$ cat src/rtl/aud_bclk_gen.sv
module aud_bclk_gen #(
  parameter int DW = 8
) (
  input  logic          clk,
  input  logic          rst_n,
  input  logic          en,
  input  logic [DW-1:0] div_i,
  input  logic          odd_i,
  input  logic          mck_en_i,
  input  logic          wide_i,
  output logic          mck_o,
  output logic          bck_o,
  output logic          ws_o,
  output logic          div_err_o
);
  localparam int CW = DW + 2;

  logic          run;
  logic [DW-1:0] div_q;
  logic          odd_q, mck_q, wide_q;
  logic [DW-1:0] d_eff;
  logic [CW-1:0] cnt, hi_len, ratio;
  logic [2:0]    sub, sub_last;
  logic [4:0]    bits, bits_last;
  logic          bck_q, ws_q;
  logic          lin, lin_end, fall;

  assign div_err_o = div_q < DW'(2);
  assign d_eff     = div_err_o ? DW'(2) : div_q;
  assign ratio     = {1'b0, d_eff, odd_q};
  assign hi_len    = CW'(d_eff) + CW'(odd_q);
  assign lin       = cnt < hi_len;
  assign lin_end   = cnt == ratio - 1'b1;
  assign sub_last  = wide_q ? 3'd1 : 3'd3;
  assign bits_last = wide_q ? 5'd31 : 5'd15;
  assign fall      = mck_q ? (lin_end && sub == sub_last && bck_q)
                           : (cnt == hi_len - 1'b1);

  always_ff @(posedge clk or negedge rst_n) begin
    if (!rst_n) begin
      run    <= 1'b0;
      div_q  <= DW'(2);
      odd_q  <= 1'b0;
      mck_q  <= 1'b0;
      wide_q <= 1'b0;
      cnt    <= '0;
      sub    <= '0;
      bits   <= '0;
      bck_q  <= 1'b1;
      ws_q   <= 1'b0;
    end else begin
      run <= en;
      if (!run) begin
        div_q  <= div_i;
        odd_q  <= odd_i;
        mck_q  <= mck_en_i;
        wide_q <= wide_i;
        cnt    <= '0;
        sub    <= '0;
        bits   <= '0;
        bck_q  <= 1'b1;
        ws_q   <= 1'b0;
      end else begin
        cnt <= lin_end ? '0 : cnt + 1'b1;
        if (mck_q && lin_end) begin
          if (sub == sub_last) begin
            sub   <= '0;
            bck_q <= ~bck_q;
          end else begin
            sub <= sub + 1'b1;
          end
        end
        if (fall) begin
          if (bits == bits_last) begin
            bits <= '0;
            ws_q <= ~ws_q;
          end else begin
            bits <= bits + 1'b1;
          end
        end
      end
    end
  end

  assign mck_o = run & mck_q & lin;
  assign bck_o = run & (mck_q ? bck_q : lin);
  assign ws_o  = run & ws_q;

  assert_cnt_range_R1: assert property (@(posedge clk) disable iff (!rst_n)
    run |-> cnt < ratio);

  assert_bck_with_mck_R3: assert property (@(posedge clk) disable iff (!rst_n)
    run && $past(run) && mck_q && $rose(bck_o) |-> $rose(mck_o));

  assert_ws_on_fall_R5: assert property (@(posedge clk) disable iff (!rst_n)
    run && $past(run) && !$stable(ws_o) |-> $fell(bck_o));

  assert_cfg_hold_R7: assert property (@(posedge clk) disable iff (!rst_n)
    run && $past(run) |-> $stable({div_q, odd_q, mck_q, wide_q}));

  assert_restart_R8: assert property (@(posedge clk) disable iff (!rst_n)
    $rose(run) |-> cnt == '0 && bck_o && !ws_o);
endmodule

$ cat config.mk
export PLATFORM = sky130hd
export DESIGN_NAME = aud_bclk_gen
export DESIGN_NICKNAME = d
export VERILOG_FILES = /design/src/rtl/aud_bclk_gen.sv
export SDC_FILE = /design/constraint.sdc
export NUM_CORES = 1
export LEC_CHECK = 0
export BUFFER_PORTS_ARGS = -buffer_cell sky130_fd_sc_hd__clkbuf_2
export CORE_UTILIZATION = 55
export CTS_CLUSTER_SIZE = 16
export DETAILED_ROUTE_END_ITERATION = 8
export GPL_TIMING_DRIVEN = 0
export PLACE_DENSITY_LB_ADDON = 0.15
export SYNTH_ARGS = -nofsm -noshare
export SYNTH_HDL_FRONTEND = slang
export SYNTH_SLANG_ARGS = --single-unit
$ cat constraint.sdc
create_clock -name clk -period 9.8 [get_ports clk]
set_input_delay 0.98 -clock clk [delete_from_list [all_inputs] [get_ports clk]]
set_output_delay 0.98 -clock clk [all_outputs]
set_load 0.005 [all_outputs]
# --- Word level (Yosys, flattened, before mapping) ---
# Cells that the tools add are included.
totals:
  regBits: 32
  latch_bits: 0
  mem_bits_rw: 0
  romBits: 0
  inputBits: 14
  out_inout_bits: 4
  elab_cells: 56
  n_memories: 0
op_classes:
  add_sub_neg: 6
  mul: 0
  div_mod_pow: 0
  n_lt_le_gt_ge: 2
  n_eq_ne: 8
  shifts: 0
  mux: 19
  bitwise_logic: 6
  n_reduce_logical: 5
op_table:
  columns: ["cell", "count"]
  rows:
  - ["10-bit == test", 2]
  - ["10-bit two-way mux", 2]
  - ["5-bit two-way mux", 4]
  - ["9-bit by 1-bit subtractor with 10-bit output, second input constant", 2]
  - ["10-bit by 1-bit adder with 10-bit output, second input constant", 1]
  - ["10-bit by 9-bit < comparator with 1-bit output", 1]
  - ["8-bit by 1-bit adder with 9-bit output", 1]
  - ["3-bit two-way mux", 3]
  - ["8-bit by 2-bit < comparator with 1-bit output, second input constant", 1]
  - ["1-bit two-way mux", 8]
  - ["8-bit two-way mux", 1]
  - ["2-bit by 1-bit != test with 1-bit output, second input constant", 4]
  - ["5-bit by 1-bit adder with 5-bit output, second input constant", 1]
  - ["5-bit == test", 1]
  - ["1-bit bitwise AND", 4]
  - ["2-bit AND reduction", 2]
  - ["3-bit by 1-bit adder with 3-bit output, second input constant", 1]
  - ["3-bit by 2-bit == test with 1-bit output", 1]
  - ["1-bit logical AND", 3]
  - ["2-bit two-way mux", 1]
  - ["1-bit inverter", 2]

# --- Logic depth before layout (Yosys ltp) ---
logic_depth:
  ltp_word: 9
  ltp_mapped: 18
  ltp_nobuf: 16

# --- Least setup slack after synthesis ---
# Ideal clock, no wire load.
synth_path:
  path_type: "reg2out"
  start: "register div_q[2]"
  end: "output port mck_o"
  arrival_ps: 3358
  t_required_ps: 8820
  slack_ps: 5462
  path_stages_with_launch: 19
  n_path_buf: 2
  path_cell_list: "dfrtp_1 > buf_2 > nor3_1 > nand2_1 > nand2_1 > inv_1 > ha_1 > ha_1 > clkbuf_1 > xor2_1 > inv_1 > ha_1 > o21a_1 > o21a_1 > o21a_1 > o21a_1 > o21ai_0 > a21oi_1 > nor4_1"
synth_via:
  elab_chain_len: 5
synth_lines:
  columns: ["element", "line", "source"]
  rows:
  - ["start, declared", "19", "logic [DW-1:0] div_q;"]
  - ["start signal, assigned", "54", "div_q <= div_i;"]
  - ["8-bit by 2-bit < comparator with 1-bit output", "28", "assign div_err_o = div_q < DW'(2);"]
  - ["8-bit two-way mux (*)", "29", "assign d_eff = div_err_o ? DW'(2) : div_q;"]
  - ["8-bit by 1-bit adder with 9-bit output (*)", "31", "assign hi_len = CW'(d_eff) + CW'(odd_q);"]
  - ["10-bit by 9-bit < comparator with 1-bit output (*)", "32", "assign lin = cnt < hi_len;"]
  - ["1-bit bitwise AND (*)", "85", "assign mck_o = run & mck_q & lin;"]
  - ["end, declared", "11", "output logic mck_o,"]
# Mark *: on every way between the ends. The rest lies on a longest branch, timed or not.

# --- Final worst setup path ---
# Same ends and word-level chain as after synthesis.

==> impl_metrics.tcl <==
set metrics [dict create \
    status "completed" \
    synth_nets 324 \
    hpwlAfterDp_mm 4.547 \
    design_area_um2 2952 \
    rsz0062_at_grt "false" \
    synth_common_cells "30 x dfrtp_1, 25 x nor2_1, 16 x ha_1" \
    synth_top_area_cell "dfrtp_1" \
    ys_seq_area_share_pct 29.92 \
    synthToLayoutAreaGrowth_pct 9.925 \
    maxSlewViolCount 0 \
    synth-edff-count 0 \
    final_util_pct 62.49 \
    rows 25 \
    die_area_um2 5165 \
    antenna_found_initial 0 \
    vias 2287 \
    power_leakage_nw 1.286 \
    drv_cap 0 \
    post_cts_buffers 0 \
    start_util_pct 56.85 \
    antennaDiodeCount 0 \
    yosysUniqueCellTypes 61 \
    grt_use_total_pct 25.79 \
    clockRootBuffer "clkbuf_8" \
    yosys_warnings 0 \
    drive_above_1_share_pct 17.87 \
    drtIter0Drc 177 \
    ys_seq_elements 32 \
    path_clk_slew_ps 70 \
    cp.arrival_ps 4240 \
    whs_ps 533.0 \
    core_area_um2 4723 \
    grt_pass1_vias 2156 \
    nNetsFinal 348 \
    cts_max_level 2 \
    clockBufferDepth 2 \
    worstSetupStartpointType "flop" \
    routabilityCongestion 0.9052 \
    synth.top_cells.by_area "dfrtp_1 28%, ha_1 7.5%, xnor2_1 4.9%" \
    finClkSkew_ps 6.332 \
    syn_inst 294 \
    grt-ovfl-total 0 \
    crit_fanout 10 \
    syn_area_per_cell_um2 9.133 \
    via_per_inst 5.925 \
    drt.antenna.violating_nets 0 \
    postPlaceCellArea_um2 2854 \
    route.met3.wl_um 193 \
    timing.fmax_mhz 191.5 \
    wl_met1_mm 2.733 \
    hold_viol_final 0 \
    cts_hold_buf 0 \
    synth_top_area_share_pct 27.96 \
    synthArstFlopShare_pct 100.0 \
    max_slew_margin_pct 43.31 \
    io_pins 18 \
    worst_pin_slew_ps 850.3 \
    finalCritPeriodShare_pct 53.29 \
    ctsResizeCount 0 \
    drt_wl_total_mm 6.049 \
    yosysMostFrequentCell "dfrtp_1" \
    dr.pass1.iters 4 \
    die_w_um 71.87 \
    cts_inserted_buffers 5 \
    hold_class "flop to flop" \
    numClockSinks 32 \
    drc 0 \
    period_needed_ps 5223 \
    cts_tree "built" \
    port_buffers 17 \
    finalPower_uw 354.8 \
    die_y_um 71.87 \
    routed.top_layer "met4" \
    max-vdd-ir-drop_v 0.00007856 \
    worstSetupPathType "flop to output pin" \
    grt_max_degree 33 \
    tns_ps 0 \
    synth_top_flop_cell "dfrtp_1" \
    clk_latency_ps 290 \
    wl_met2_mm 3.026 \
    wl_per_cell_um 15.67 \
    endpoint_kind "output pin" \
    netlist_area_um2 2685 \
    setup_viol_count_final 0 \
    worstPathRequired_ps 8820 \
    grt_pass1_wl_mm 10.24 \
    powerDensity_nw_per_um2 120.2 \
]
kinds of logic after synthesis:
group	count (synthesis)	share of synthesized area (%)
adder cells (fa/ha/maj)	16	7.456
buffers and inverters	32	4.939
flip-flops	32	29.92
multiplexers	16	6.431
XOR/XNOR	33	12.91
AND/OR/NAND/NOR	110	23.72
AO/OA/AOI/OAI	55	14.63
per-stage QoR:
step           setup WS (ps)  cells
6_report                4577    386
5_1_grt                 4212    386
4_1_cts                 4581    386
3_5_place_dp            4925    378
3_3_place_gp            4925    378
2_1_floorplan           5462    294
per-layer routing:
metal / vias up / global-route usage (%)
met5: - / 0
met2: 43 / 42.87
li1: 1118 / -
met1: 1115 / 34.66
met4: 0 / 8.279
met3: 11 / 3.938
cells in the final DEF (no fill, tap or decap), types with 3 or more instances in the layout:
cell type,n
a21oi_1,11
a31oi_1,4
and2_1,4
and3_1,6
buf_2,7
clkbuf_1,8
clkbuf_2,17
clkbuf_8,6
dfrtp_1,30
ha_1,16
inv_1,15
mux2_2,10
mux2i_1,6
nand2_1,12
nand3_1,15
nand3b_1,3
nand4_1,3
nor2_1,25
nor3_1,4
nor4_1,5
o211ai_1,4
o21a_1,6
o21ai_0,11
or2_2,3
or3_1,8
or4_1,3
xnor2_1,15
xnor3_1,3
xor2_1,14
where the power goes:
part	switching [mW]	leakage, nW	internal [mW]	total, mW
sequential	0.00869	0.413	0.138	0.147
combinational	0.0547	0.830	0.0430	0.0977
clock	0.0534	0.0434	0.0568	0.110
total	0.117	1.29	0.238	0.355
final timing paths:
check | from | to | slack, ps | cells past startpoint
worst max-delay path | div_q[2] | mck_o | 4580 | 19
worst min-delay path | bck_q | bck_q | 530 | 2
worst max register to register | div_q[2] | bits[3] | 5440 | 18
worst min register to register | bck_q | bck_q | 530 | 2
max in group asynchronous | rst_n | cnt[5] | 8480 | 1
min in group asynchronous | rst_n | div_q[2] | 790 | 1
sequential cells by signal (all words and copies together), names as in the netlist:
name,flops
cnt,10
bck_q,1
wide_q,1
sub,3
run,1
ws_q,1
div_q,8
bits,5
mck_q,1
odd_q,1
critical path, stage by stage, from the launching register on:
cell and delay [ps]:
dfrtp_1 450, buf_2 220, nor3_1 370, nand2_1 120, nand2_1 120, inv_1 50
ha_1 270, ha_1 210, clkbuf_1 230, xor2_1 260, inv_1 80, ha_1 270
o21a_1 100, o21a_1 160, o21a_1 180, o21a_1 160, o21ai_0 160, a21oi_1 120
nor4_1 250, clkbuf_2 160
final cells by class:
| class | instances | area [um2] |
|---|---|---|
| clock inverters | 2 | 15.01 |
| clock buffers | 6 | 82.58 |
| flip-flops and latches | 32 | 803.3 |
| fillers | 418 | 1772 |
| multi-input cells | 230 | 1749 |
| repair buffers | 17 | 85.08 |
| plain buffers | 17 | 76.32 |
| inverters | 15 | 56.30 |
| well taps | 67 | 83.83 |
Power figures use the tool's default switching activity.
